==> src/rtl/zt_sram_pkg.sv <==
package zt_sram_pkg;

   // Burst address order selected by the static order input.
   typedef enum logic {
      ORD_WRAP_INC = 1'b0,
      ORD_XOR      = 1'b1
   } burst_ord_e;

endpackage

==> src/rtl/zt_sram_burst.sv <==
module zt_sram_burst
   import zt_sram_pkg::*;
#(
   parameter int ADDR_W  = 6,
   parameter int BURST_W = 2
) (
   input  logic              clk,
   input  logic              rst_n,
   input  logic              en,
   input  logic              load,
   input  logic              sel,
   input  logic              rd_in,
   input  logic [ADDR_W-1:0] addr_in,
   input  burst_ord_e        ord,
   output logic              live,
   output logic              rd,
   output logic [ADDR_W-1:0] nxt_addr
);

   logic [ADDR_W-1:0]  base_q;
   logic [BURST_W-1:0] cnt_q;
   logic [BURST_W-1:0] step;
   logic [BURST_W-1:0] lo;

   assign step = cnt_q + 1'b1;

   always_comb begin
      if (ord == ORD_XOR) lo = base_q[BURST_W-1:0] ^ step;
      else                lo = base_q[BURST_W-1:0] + step;
   end

   assign nxt_addr = {base_q[ADDR_W-1:BURST_W], lo};

   always_ff @(posedge clk or negedge rst_n) begin
      if (!rst_n) begin
         live   <= 1'b0;
         rd     <= 1'b0;
         base_q <= '0;
         cnt_q  <= '0;
      end else if (en) begin
         if (load) begin
            live   <= sel;
            rd     <= rd_in;
            base_q <= addr_in;
            cnt_q  <= '0;
         end else if (live) begin
            cnt_q  <= step;
         end
      end
   end

endmodule

==> src/rtl/zt_sram_pipe.sv <==
module zt_sram_pipe #(
   parameter int W      = 8,
   parameter int STAGES = 2
) (
   input  logic         clk,
   input  logic         rst_n,
   input  logic         en,
   input  logic [W-1:0] d,
   output logic [W-1:0] q
);

   for (genvar s = 0; s < STAGES; s++) begin : g_stg
      logic [W-1:0] r;
      if (s == 0) begin : g_head
         always_ff @(posedge clk or negedge rst_n) begin
            if (!rst_n)  r <= '0;
            else if (en) r <= d;
         end
      end else begin : g_tail
         always_ff @(posedge clk or negedge rst_n) begin
            if (!rst_n)  r <= '0;
            else if (en) r <= g_stg[s-1].r;
         end
      end
   end

   assign q = g_stg[STAGES-1].r;

endmodule

==> src/rtl/zt_sram_array.sv <==
module zt_sram_array #(
   parameter int ADDR_W = 6,
   parameter int LANES  = 2,
   parameter int LANE_W = 9
) (
   input  logic                    clk,
   input  logic                    we,
   input  logic [LANES-1:0]        lane_n,
   input  logic [ADDR_W-1:0]       a,
   input  logic [LANES*LANE_W-1:0] din,
   output logic [LANES*LANE_W-1:0] dout
);

   localparam int DEPTH = 1 << ADDR_W;

   for (genvar g = 0; g < LANES; g++) begin : g_lane
      logic [LANE_W-1:0] mem [DEPTH];
      always_ff @(posedge clk) begin
         if (we && !lane_n[g]) mem[a] <= din[g*LANE_W +: LANE_W];
      end
      assign dout[g*LANE_W +: LANE_W] = mem[a];
   end

endmodule

==> src/rtl/zt_sram.sv <==
module zt_sram
   import zt_sram_pkg::*;
#(
   parameter int ADDR_W  = 6,
   parameter int LANES   = 2,
   parameter int LANE_W  = 9,
   parameter int BURST_W = 2,
   parameter int LATENCY = 2
) (
   input  logic                    clk,
   input  logic                    rst_n,
   input  logic                    cke_n,
   input  logic                    sleep,
   input  logic                    cs1_n,
   input  logic                    cs2,
   input  logic                    cs3_n,
   input  logic                    load_n,
   input  logic                    rd_wr,
   input  logic [ADDR_W-1:0]       addr,
   input  logic [LANES-1:0]        bwe_n,
   input  logic                    burst_ilv,
   input  logic                    oe_n,
   input  logic [LANES*LANE_W-1:0] wdata,
   output logic [LANES*LANE_W-1:0] rdata,
   output logic                    rvalid
);

   localparam int DATA_W = LANES * LANE_W;
   localparam int CMD_W  = 2 + ADDR_W + LANES;

   if (LANES < 1 || LANE_W < 1) begin : g_bad_lanes
      $error("zt_sram: LANES and LANE_W must be at least 1");
   end
   if (BURST_W < 1 || BURST_W >= ADDR_W) begin : g_bad_burst
      $error("zt_sram: BURST_W must lie in 1..ADDR_W-1");
   end
   if (LATENCY < 1) begin : g_bad_lat
      $error("zt_sram: LATENCY must be at least 1");
   end

   typedef struct packed {
      logic              vld;
      logic              rd;
      logic [ADDR_W-1:0] a;
      logic [LANES-1:0]  bw_n;
   } cmd_t;

   logic              act;
   logic              sel;
   logic              b_live;
   logic              b_rd;
   logic [ADDR_W-1:0] b_addr;
   cmd_t              cmd_in;
   logic [CMD_W-1:0]  ex_raw;
   cmd_t              ex;
   logic [DATA_W-1:0] arr_q;
   logic              drive_q;
   logic [DATA_W-1:0] dout_q;

   assign act = !cke_n && !sleep;
   assign sel = !cs1_n && cs2 && !cs3_n;

   zt_sram_burst #(.ADDR_W(ADDR_W), .BURST_W(BURST_W)) u_burst (
      .clk      (clk),
      .rst_n    (rst_n),
      .en       (act),
      .load     (!load_n),
      .sel      (sel),
      .rd_in    (rd_wr),
      .addr_in  (addr),
      .ord      (burst_ord_e'(burst_ilv)),
      .live     (b_live),
      .rd       (b_rd),
      .nxt_addr (b_addr)
   );

   // Command formed at the input edge: a fresh load or the next burst beat.
   always_comb begin
      cmd_in = '0;
      if (!load_n) begin
         if (sel) begin
            cmd_in.vld  = 1'b1;
            cmd_in.rd   = rd_wr;
            cmd_in.a    = addr;
            cmd_in.bw_n = rd_wr ? '1 : bwe_n;
         end
      end else if (b_live) begin
         cmd_in.vld  = 1'b1;
         cmd_in.rd   = b_rd;
         cmd_in.a    = b_addr;
         cmd_in.bw_n = b_rd ? '1 : bwe_n;
      end
   end

   zt_sram_pipe #(.W(CMD_W), .STAGES(LATENCY)) u_pipe (
      .clk   (clk),
      .rst_n (rst_n),
      .en    (act),
      .d     (cmd_in),
      .q     (ex_raw)
   );

   assign ex = ex_raw;

   // Commands execute in order, so a read always sees every earlier write.
   zt_sram_array #(.ADDR_W(ADDR_W), .LANES(LANES), .LANE_W(LANE_W)) u_array (
      .clk    (clk),
      .we     (act && ex.vld && !ex.rd),
      .lane_n (ex.bw_n),
      .a      (ex.a),
      .din    (wdata),
      .dout   (arr_q)
   );

   always_ff @(posedge clk or negedge rst_n) begin
      if (!rst_n) begin
         drive_q <= 1'b0;
         dout_q  <= '0;
      end else if (act) begin
         drive_q <= ex.vld && ex.rd;
         if (ex.vld && ex.rd) dout_q <= arr_q;
      end
   end

   assign rvalid = drive_q && !oe_n && !sleep;
   assign rdata  = rvalid ? dout_q : '0;

endmodule

==> config.mk <==
export PLATFORM = sky130hd
export DESIGN_NAME = zt_sram
export DESIGN_NICKNAME = d
export VERILOG_FILES = /design/src/rtl/zt_sram_pkg.sv /design/src/rtl/zt_sram_burst.sv /design/src/rtl/zt_sram_pipe.sv /design/src/rtl/zt_sram_array.sv /design/src/rtl/zt_sram.sv
export SDC_FILE = /design/constraint.sdc
export NUM_CORES = 1
export LEC_CHECK = 0
export BUFFER_PORTS_ARGS = -buffer_cell sky130_fd_sc_hd__buf_2
export CAP_MARGIN = 20
export CORE_ASPECT_RATIO = 0.9
export CORE_UTILIZATION = 40
export DETAILED_ROUTE_END_ITERATION = 10
export PLACE_DENSITY = 0.57
export SLEW_MARGIN = 5
export SYNTH_ARGS = -nofsm -noshare
export SYNTH_HDL_FRONTEND = slang
export SYNTH_SLANG_ARGS = --single-unit
==> constraint.sdc <==
create_clock -name clk -period 4.4 [get_ports clk]
set_input_delay 1.1 -clock clk [delete_from_list [all_inputs] [get_ports clk]]
set_output_delay 1.1 -clock clk [all_outputs]
set_load 0.005 [all_outputs]
==> results.md <==
* Outcome: complete, no violations
* Power Dens Cells at 505 mW/mm²
* Required @ worst endpoint at 5.01 ns
* Worst vdd ir at 298 µV
* Flops & latches, synth at 1201
* Crit-path max FO at 33
* R2r endpoint: dout_q[10]
* Max incr delay on CP at 0.85 ns
* Die Y-Extent at 327 µm
* Ys flop type: edfxtp_1
* Mapped Cells at 2593
* EDFF count, synth at 1152
* Vias in the first global route at 26105
* Syn_nets at 2631
* HP Class: in2async
* Port bufs at 55
* P&R area growth vs syn at 14.4%
* First-pass GRT wire length at 199 mm
* Initial Utilization at 0.405
* DRT Pass-1 Iters at 6
* Vias/cell at 5.98
* Main combinational cell family by area after synthesis: multiplexers
* Area leader, netlist: edfxtp_1
* Tmin final at 3.55 ns
* Yosys warns at 0
* Final hold viol count at 0
* Post-layout total power at 27.0 mW
* Gr usage total at 0.237
* Setup CP Type: reg2reg
* Initial antenna violation count at 6
* I/O pins at 56
* Simple-gate area share of the yosys netlist at 0.0407
* Post-CTS Hold Buffers at 0
* Synth async-reset ratio at 0.0408
* CTS Buf Count at 119
* Multiplexer share of the synthesized area at 0.105
* Synth top area share at 0.739
* Gr ovfl total at 0
* Synthesized cell area at 0.0468 mm²
* Synth area leaders: edfxtp_1, mux4_2, mux2i_1
* Final #Nets at 2810
* Slew HR at 0.236
* Synth Area in XOR/XNOR at 0.000561
* Worst setup EP type: flip-flop
* Skew final at 0.0293 ns
* Synth cell types at 66
* ANT nets after route at 0
* Crit-path slowest cell: dfrtp_4
* Leakage power at 17.3 nW
* Arrival time of the worst setup path at 4.16 ns
* Drt first-iter violations at 3645
* Final setup fails at 0
* Compound-gate portion of the synthesized area at 0.0681
* Clk_lat worst skew at 0.72 ns
* Crit path to: dout_q[10]
* Slew @ Worst Pin at 1.14 ns
* Total core area at 0.116 mm²
* Type of origin of the critical path: flip-flop
* DRC Markers at 0
* Clk root buf: clkbuf_16
* RePlAce Congestion at 0.881
* Die X-Extent at 363 µm
* Reg2Reg Depth at 8
* Max-cap violations at 0
* Worst-path cell chain: buf_12 -> nor2b_4 -> buf_4 -> a221oi_1 -> nor2_1 -> o21ai_0 -> o211ai_1 -> o32a_1
* CTS HTree Levels at 3
* DR WL/cell at 31.8 µm
* TNS Setup at 0 ns
* CTS max path bufs at 3
* Average cell area after synthesis at 18.1 µm²
* Via count at 26488
* CTS sink cnt at 1201
* Layout cells sized above 1 at 0.206
* Fin. max-slew vios at 0
* Die area at 0.118 mm²
* Largest net degree at the start of global routing at 65
* Row count at 118
* Post-Synth Adder-Cell Area at 0.000267
* Post-Route WL at 141 mm
* RSZ-0062 raised after global routing: no
* Reg2reg start: u_pipe.q[2]
* CTS resizes at 0
* Postcts setup bufs at 0
* Most frequent cell after synthesis: edfxtp_1
* DP Wirelength at 89.1 mm
* Flop-to-flop setup slack at 0.85 ns
* CTS tree: done
* Top cells by count, synth: edfxtp_1, nor2_1, mux2i_1, a221oi_1, nand2_1
* CTS clk-pin slew, worst paths at 0.06 ns
* Worst setup path start: u_pipe.q[2]
* Fmax at 0.282 GHz
* Final Hold Slack at 0.335 ns
* Period Utilization, post-route at 0.807
* Seq/Total Area, Yosys at 0.765
report_power, final:
part           total, mW  internal [mW]  switching [mW]
combinational       3.78           1.26            2.52
sequential          13.0           12.7           0.321
clock               10.3           5.93            4.36
worst max-delay path, delay by kind of cell (launching register included):
| kind | cells | cell delay, ns |
|---|---|---|
| AOI/OAI and AO/OA | 4 | 1.70 |
| and+or+nand+nor | 2 | 0.27 |
| DFF | 1 | 0.85 |
| buffers and inverters | 2 | 0.55 |
cell usage in the layout, fill, tap and decap left out, types with 6 or more instances in the layout:
| cell type | n |
|---|---|
| a21oi_1 | 33 |
| a221oi_1 | 123 |
| a22o_1 | 17 |
| a22oi_1 | 71 |
| a31oi_1 | 20 |
| and2_1 | 21 |
| and3_1 | 7 |
| buf_2 | 46 |
| buf_4 | 173 |
| bufinv_16 | 16 |
| clkbuf_1 | 21 |
| clkbuf_16 | 119 |
| clkinv_1 | 18 |
| clkinv_2 | 29 |
| clkinvlp_4 | 7 |
| dfrtp_1 | 46 |
| edfxtp_1 | 1152 |
| mux2_2 | 44 |
| mux2i_1 | 189 |
| mux4_1 | 7 |
| mux4_2 | 104 |
| nand2_1 | 109 |
| nand3_1 | 37 |
| nor2_1 | 222 |
| o2111ai_1 | 10 |
| o21ai_0 | 59 |
| o22a_1 | 6 |
| o22ai_1 | 37 |
| o32a_1 | 8 |
layout make-up:
type	instances	area (µm²)
repair buffers	224	1630
multi-input cells	1220	10100
clock inverters	79	880
clock buffers	141	3070
fillers	9713	62100
well taps	1560	1950
diodes	1	2.50
inverters	6	22.5
flip-flops and latches	1201	35800
stage by stage:
| step | std cells | cell area (µm²) | util | worst slack (ns) |
|---|---|---|---|---|
| after floorplan | 2593 | 46800 | - | 1.30 |
| after global placement | 4210 | 49600 | 0.429 | 0.703 |
| after detailed placement | 4210 | 49600 | 0.429 | 0.726 |
| after CTS | 4430 | 53500 | 0.463 | 0.891 |
| after global routing | 4431 | 53500 | 0.463 | 0.764 |
| final | 4432 | 53500 | 0.463 | 0.850 |
how the worst min path moves through the flow:
stage                                    start           endpoint  cells past startpoint
after floorplan           u_pipe.g_stg[0].r[9]        u_pipe.q[9]                      2
after global placement    u_pipe.g_stg[0].r[0]        u_pipe.q[0]                      2
after detailed placement  u_pipe.g_stg[0].r[1]        u_pipe.q[1]                      2
after CTS                                rst_n  u_burst.base_q[1]                      1
after global routing                     rst_n  u_burst.base_q[1]                      1
final                                    rst_n       u_burst.live                      1
per-layer routing:
| metal | GRT usage | routed length (µm) | vias up |
|---|---|---|---|
| met2 | 0.354 | 63300 | 1592 |
| met3 | 0.0675 | 16200 | 227 |
| met5 | 0 | 41 | - |
| met1 | 0.337 | 57300 | 13799 |
| met4 | 0.0681 | 3980 | 6 |
| li1 | - | - | 10864 |
logic make-up after synthesis:
kind of cell,after synthesis
DFF,1201
buffers and inverters,172
and+or+nand+nor,444
muxes,345
xor gates and xnor gates,3
AOI/OAI and AO/OA,427
adders and majority gates,1
flip-flops by register name (all words and copies together), names as in the netlist:
name,count
dout_q,18
u_pipe.g_stg.r,10
u_array.g_lane.mem,1152
u_burst.live,1
u_burst.cnt_q,2
u_burst.rd,1
u_pipe.q,10
drive_q,1
u_burst.base_q,6
(Power assumes the default switching activity.)
